===== config.mk =====
export PLATFORM = sky130hd
export DESIGN_NAME = vxfer_seq
export DESIGN_NICKNAME = d
export VERILOG_FILES = /design/src/rtl/vxfer_pkg.sv /design/src/rtl/vxfer_ctrl.sv /design/src/rtl/vxfer_pulse.sv /design/src/rtl/vxfer_abg.sv /design/src/rtl/vxfer_seq.sv
export SDC_FILE = /design/constraint.sdc
export NUM_CORES = 1
export LEC_CHECK = 0
export BUFFER_PORTS_ARGS = -buffer_cell sky130_fd_sc_hd__clkbuf_2
export CORE_UTILIZATION = 35
export CTS_CLUSTER_DIAMETER = 60
export DETAILED_ROUTE_END_ITERATION = 16
export SKIP_LAST_GASP = 1
export SLEW_MARGIN = 25
export SYNTH_ARGS = -nofsm -noshare
export SYNTH_HDL_FRONTEND = slang
export SYNTH_SLANG_ARGS = --single-unit

===== constraint.sdc =====
create_clock -name clk -period 1.8 [get_ports clk]
set_input_delay 0.18 -clock clk [delete_from_list [all_inputs] [get_ports clk]]
set_output_delay 0.18 -clock clk [all_outputs]
set_load 0.005 [all_outputs]

===== src/rtl/vxfer_pkg.sv =====
package vxfer_pkg;

    typedef enum logic [1:0] {
        ST_IDLE  = 2'd0,
        ST_ARMED = 2'd1,
        ST_RUN   = 2'd2
    } seq_state_t;

    typedef struct packed {
        logic go;
        logic flush;
    } seq_cmd_t;

    // number of line-shift pulses a command asks for
    function automatic int unsigned burst_len(input logic flush, input int unsigned lines);
        return flush ? 2 * lines : lines;
    endfunction

endpackage


===== src/rtl/vxfer_ctrl.sv =====
module vxfer_ctrl
    import vxfer_pkg::*;
#(
    parameter int unsigned LINES = 242,
    parameter int unsigned CW    = 9
) (
    input  logic          clk,
    input  logic          rst,
    input  seq_cmd_t      cmd,
    input  logic          fld_stb,
    input  logic          last,
    output logic          run,
    output logic          busy,
    output logic          done,
    output logic [CW-1:0] last_idx
);

    seq_state_t state_q, state_d;
    logic       flush_q, flush_d;
    logic       done_q, done_d;

    always_comb begin
        state_d = state_q;
        flush_d = flush_q;
        done_d  = 1'b0;
        unique case (state_q)
            ST_IDLE: begin
                if (cmd.go) begin
                    state_d = ST_ARMED;
                    flush_d = cmd.flush;
                end
            end
            ST_ARMED: begin
                if (fld_stb) state_d = ST_RUN;
            end
            ST_RUN: begin
                if (last) begin
                    state_d = ST_IDLE;
                    done_d  = 1'b1;
                end
            end
            default: state_d = ST_IDLE;
        endcase
    end

    always_ff @(posedge clk) begin
        if (rst) begin
            state_q <= ST_IDLE;
            flush_q <= 1'b0;
            done_q  <= 1'b0;
        end else begin
            state_q <= state_d;
            flush_q <= flush_d;
            done_q  <= done_d;
        end
    end

    assign run      = (state_q == ST_RUN);
    assign busy     = (state_q != ST_IDLE);
    assign done     = done_q;
    assign last_idx = CW'(burst_len(flush_q, LINES) - 1);

endmodule


===== src/rtl/vxfer_pulse.sv =====
module vxfer_pulse #(
    parameter int unsigned HI_CYC = 2,
    parameter int unsigned LO_CYC = 2,
    parameter int unsigned CW     = 9
) (
    input  logic          clk,
    input  logic          rst,
    input  logic          en,
    input  logic [CW-1:0] last_idx,
    output logic          vclk,
    output logic          last
);

    localparam int unsigned PER = HI_CYC + LO_CYC;
    localparam int unsigned PW  = (PER > 1) ? $clog2(PER) : 1;

    logic [PW-1:0] phase_q;
    logic [CW-1:0] line_q;
    logic          wrap;

    assign wrap = (phase_q == PW'(PER - 1));

    always_ff @(posedge clk) begin
        if (rst || !en) begin
            phase_q <= '0;
            line_q  <= '0;
        end else if (wrap) begin
            phase_q <= '0;
            line_q  <= line_q + 1'b1;
        end else begin
            phase_q <= phase_q + 1'b1;
        end
    end

    assign vclk = en && (phase_q < PW'(HI_CYC));
    assign last = en && wrap && (line_q == last_idx);

endmodule


===== src/rtl/vxfer_abg.sv =====
module vxfer_abg #(
    parameter int unsigned HALF = 4
) (
    input  logic clk,
    input  logic rst,
    input  logic blank,
    input  logic hold,
    output logic abg
);

    localparam int unsigned DW = (HALF > 1) ? $clog2(HALF) : 1;

    logic [DW-1:0] div_q;
    logic          sq_q;

    always_ff @(posedge clk) begin
        if (rst) begin
            div_q <= '0;
            sq_q  <= 1'b0;
        end else if (div_q == DW'(HALF - 1)) begin
            div_q <= '0;
            sq_q  <= ~sq_q;
        end else begin
            div_q <= div_q + 1'b1;
        end
    end

    assign abg = blank && !hold && sq_q;

endmodule


===== src/rtl/vxfer_seq.sv =====
module vxfer_seq
    import vxfer_pkg::*;
#(
    parameter int unsigned LINES    = 242,
    parameter int unsigned HI_CYC   = 2,
    parameter int unsigned LO_CYC   = 2,
    parameter int unsigned ABG_HALF = 4
) (
    input  logic clk,
    input  logic rst,
    input  logic fld_stb,
    input  logic hblank,
    input  logic vblank,
    input  logic cmd_go,
    input  logic cmd_flush,
    output logic vclk,
    output logic busy,
    output logic done,
    output logic abg
);

    localparam int unsigned CW = $clog2(2 * LINES);

    seq_cmd_t      cmd;
    logic          run;
    logic          last;
    logic [CW-1:0] last_idx;

    assign cmd.go    = cmd_go;
    assign cmd.flush = cmd_flush;

    vxfer_ctrl #(.LINES(LINES), .CW(CW)) u_ctrl (
        .clk      (clk),
        .rst      (rst),
        .cmd      (cmd),
        .fld_stb  (fld_stb),
        .last     (last),
        .run      (run),
        .busy     (busy),
        .done     (done),
        .last_idx (last_idx)
    );

    vxfer_pulse #(.HI_CYC(HI_CYC), .LO_CYC(LO_CYC), .CW(CW)) u_pulse (
        .clk      (clk),
        .rst      (rst),
        .en       (run),
        .last_idx (last_idx),
        .vclk     (vclk),
        .last     (last)
    );

    vxfer_abg #(.HALF(ABG_HALF)) u_abg (
        .clk   (clk),
        .rst   (rst),
        .blank (hblank || vblank),
        .hold  (run),
        .abg   (abg)
    );

endmodule


Yosys cells after proc, flatten, opt, wreduce, memory -nomap -nowiden
Index checks and enable logic that the tools add are counted.
Storage, ports and cells
  register bits: 18
  output and inout port bits: 4
  bits of input ports: 7
Cells by class
  add/sub/neg operators: 4
  reduce and logical (&&, ||, !) cells: 15
  $lt $le $gt $ge: 1
  bitwise logic cells: 2
  mux-type cells: 6
  equality and inequality tests: 8
Operators with widths (number)
  9-bit by 1-bit adder with 9-bit output (second input constant): 1
  9-bit == test: 1
  9-bit two-way mux: 1
  9-bit by 1-bit subtractor with 9-bit output (second input constant): 1
  2-bit == test (second input constant): 3
  2-bit two-way mux: 3
  2-bit inequality test (second input constant): 3
  2-bit one-hot mux with 3 select lines: 1
  2-bit OR reduction: 3
  1-bit logical AND: 5
  2-bit by 1-bit adder with 2-bit output (second input constant): 2
  3-bit AND reduction: 1
  2-bit by 1-bit == test with 1-bit output (second input constant): 1
  2-bit logical NOT: 1
  1-bit logical OR: 2
  2-bit < comparator (second input constant): 1
  1-bit NOT: 2
  2-bit AND reduction: 1
  2-bit nonzero test: 1
  1-bit logical NOT: 1
  1-bit two-way mux: 1

Longest topological paths before layout
  word-level depth: 6
  gate-level depth with buffers: 5
  gate-level depth less buffers: 4

By module
From an unflattened synthesis, not the netlist that was laid out.
Second synthesis, totals
  cells, all modules: 102
  area, all modules: 948.4 µm²
By module, submodules not included
  vxfer_pulse: cells each 64, area each 588.1 µm², sequential area each 220.2 µm², instances 1
  vxfer_ctrl: cells each 28, area each 247.7 µm², sequential area each 80.1 µm², instances 1
  vxfer_abg: cells each 9, area each 106.4 µm², sequential area each 60.1 µm², instances 1
  vxfer_seq: cells each 1, area each 6.3 µm², sequential area each 0.0 µm², instances 1

Worst setup path after synthesis
Ideal clock, no wire load.
  kind: register to register
  start point: register u_pulse.phase_q[0]
  end point: register u_pulse.line_q[7]
  data arrival time: 1184 ps
  stages on the path, launching flop included: 6
  buffers on the path: 1
  setup time: 66 ps
  slack: 550 ps
  period minus slack after synthesis: 1250 ps
  cells stage by stage: dfxtp_1 ha_1 buf_2 nand4_1 or3_1 a21oi_2
On the way
  cells in the longest elaborated chain, start to end: 1
RTL lines
  from (decl): RTL line vxfer_pulse.sv:17  | logic [PW-1:0] phase_q;
  from (signal assigned): RTL line vxfer_pulse.sv:31  | phase_q <= phase_q + 1'b1;
  2-bit == test: RTL line vxfer_pulse.sv:21  | assign wrap = (phase_q == PW'(PER - 1));
  to (signal assigned): RTL line vxfer_pulse.sv:29  | line_q <= line_q + 1'b1;
  to (decl): RTL line vxfer_pulse.sv:18  | logic [CW-1:0] line_q;
No other way between the ends.
A chain may end at the register's enable or synchronous reset.

Worst setup path after layout
  start point: register u_pulse.phase_q[0]
  end point: register u_pulse.line_q[6]
The elaborated chain is that of the path after synthesis.

==> qor.txt <==
post-route cell area: 880 µm²
Clock Sink Count: 18
hold endpoint: u_ctrl.state_q[0]$_SDFFE_PP0P_
RR Endpoint: u_pulse.line_q[6]$_SDFFE_PP0P_
port buffer count: 10
Startpoint Class: flip-flop
pin count of the biggest net entering global routing: 13
# hold bufs at CTS: 0
CTS max path bufs: 2
I/O pin cnt: 11
vias per inst: 5.03
CP Data Required Time: 2.03 ns
R2R Setup Slk: 0.36 ns
Setup crit end kind: flip-flop
worst slew pin tran: 0.467 ns
die area: 2410 µm²
Initial Utilization: 38.4%
Slew Viols, Final: 0
Crit Path Max Fanout: 11
Final ANT Viol Nets: 0
Synth Net Count: 88
H-tree depth: 1
final worst path period share: 80.1%
gr usage total: 11.5%
global-route wire length before repair: 2190 µm
synthesized cell area: 776 µm²
Worst R2R Start: u_pulse.phase_q[0]$_SDFF_PP0_
setup TNS: 0 ns
clk slew on worst S/H paths: 0.10 ns
Post-layout nets: 101
EDFF count, synth: 0
DR WL/cell: 10.4 µm
clock tree root buffer cell: clkbuf_4
post-CTS resize count: 0
sequential cell area fraction in the yosys report: 46.5%
number of CTS-inserted buffers: 3
ANT cells: 0
DRC: 0
Hold Startpoint: fld_stb
Synth Register Bits: 18
Post-Route WL: 1220 µm
Routability Congestion: 0.777
routed via count: 588
PD cells: 807 nW/µm²
Hold Path Class: in2reg
min Tclk post-route: 1.44 ns
cells on worst reg2reg path: 4
DR iter-0 viols: 8
Critical Path Source: u_pulse.phase_q[0]$_SDFF_PP0_
average size of a mapped cell: 9.95 µm²
peak supply drop: 0.527 mV
TritonRoute pass-1 iters: 4
Area growth syn-to-layout: 13.4%
placed inst area: 843 µm²
run status: completed
# Max-Cap Violations: 0
count of different cell masters after synthesis: 29
relative slew slack: 68.9%
Post-CTS Setup Bufs: 0
FFs w/ async S/R, synth: 0%
Die H: 49.1 µm
Clock Skew: 0.00134 ns
synth warn: 0
setup violators final: 0
clock latency on the worst-skew pair: 0.28 ns
Post-DP HPWL: 918 µm
kind of critical path: reg2reg
Worst Hold Depth: 2
Arr. time, crit path: 1.67 ns
layout cell share with drive strength beyond 1: 22.2%
overflow left after global routing: 0
Row Count: 16
RSZ-0062 raised after global routing: false
antenna violations before repair: 0
Synth Flop Type: dfxtp_1
Cells after Synth: 78
leakage: 0.338 nW
vias in the first global route: 534
TritonCTS clock tree: built
Fillers: 197
Core Area: 2020 µm²
Die Wd: 49.1 µm
Max Freq: 693 MHz
final hold viol count: 0
-- how the worst max path moves through the flow --
stage / end / slack, ns / cells past startpoint
5_1_grt: u_pulse.line_q[7]$_SDFFE_PP0P_ / 0.23 / 4
3_5_place_dp: u_pulse.line_q[6]$_SDFFE_PP0P_ / 0.37 / 4
4_1_cts: u_pulse.line_q[7]$_SDFFE_PP0P_ / 0.35 / 4
2_1_floorplan: u_pulse.line_q[7]$_SDFFE_PP0P_ / 0.55 / 5
3_3_place_gp: u_pulse.line_q[7]$_SDFFE_PP0P_ / 0.42 / 4
6_report: u_pulse.line_q[6]$_SDFFE_PP0P_ / 0.36 / 4
-- sequential cells by signal, indices dropped and copies added, names as in the netlist --
name,cells
u_ctrl.done,1
u_ctrl.state_q,2
u_ctrl.flush_q,1
u_abg.div_q,2
u_pulse.line_q,9
u_abg.sq_q,1
u_pulse.phase_q,2
-- final cells by class --
class                           count  area [µm²]  share of cell area [%]
Sequential cell                    18         360                    41.0
Multi-Input combinational cell     58         399                    45.4
Timing Repair Buffer               10        50.0                    5.69
Clock buffer                        4        36.3                    4.13
Tap cell                           27        33.8                    3.84
-- critical path: stages, from the launching register on --
cell and delay [ns]:
dfxtp_1 0.35, ha_1 0.39, nand2_1 0.16, or3_1 0.35, a21oi_2 0.13
-- synthesized netlist by cell type (all sizes together) (3+ instances only) --
library cell,count,area share [%]
dfxtp,18,46
xor2,3,3.4
o21ai,4,2.6
nand4,5,4.8
nor2,12,5.8
ha,3,4.8
a21oi,4,4.0
or3,4,3.2
nor3b,3,2.9
-- where the power goes --
part | internal, mW | switching, mW
logic | 0.0257 | 0.0201
registers | 0.412 | 0.00931
clock network | 0.123 | 0.120
total | 0.561 | 0.149
-- routing by layer --
metal	vias up	share of wire [%]	routed length [µm]	track usage, %
met5	-	0	0	0
met3	2	2.3	28	1.87
met4	0	0.66	8	5.88
met2	6	45	547	18.9
li1	311	-	-	-
met1	269	52	636	14.2
-- cell usage in the layout, fill, tap and decap left out, drive strengths merged, types with 2 or more instances in the layout --
master and count:
clkbuf 14, dfxtp 18, ha 3, or3 4, xor2 3, nor3 2
o21ai 4, mux2i 2, nor3b 3, or2 2, nand4 5, a21oi 4
nand3 2, nor2 12, xnor2 2
-- stage by stage --
stage | setup WS [ns] | power [mW] | util [%] | cells | hold WS [ns]
2_1_floorplan | 0.550 | 0.459 | - | 78 | 0.251
3_3_place_gp | 0.418 | 0.476 | 41.7 | 113 | 0.408
3_5_place_dp | 0.372 | 0.477 | 41.7 | 113 | 0.420
4_1_cts | 0.353 | 0.726 | 43.5 | 117 | 0.101
5_1_grt | 0.233 | 0.751 | 43.5 | 117 | 0.122
6_report | 0.357 | 0.710 | 43.5 | 117 | 0.114
-- kinds of logic after synthesis --
group / count (synthesis) / share of synthesized area [%]
buffers and inverters: 2 / 2.10
muxes: 2 / 2.58
and+or+nand+nor: 36 / 27.1
AOI/OAI and AO/OA: 12 / 11.3
DFF: 18 / 46.5
xor gates and xnor gates: 5 / 5.65
adders and majority gates: 3 / 4.84
No activity file was read; power rests on OpenSTA's default activity.
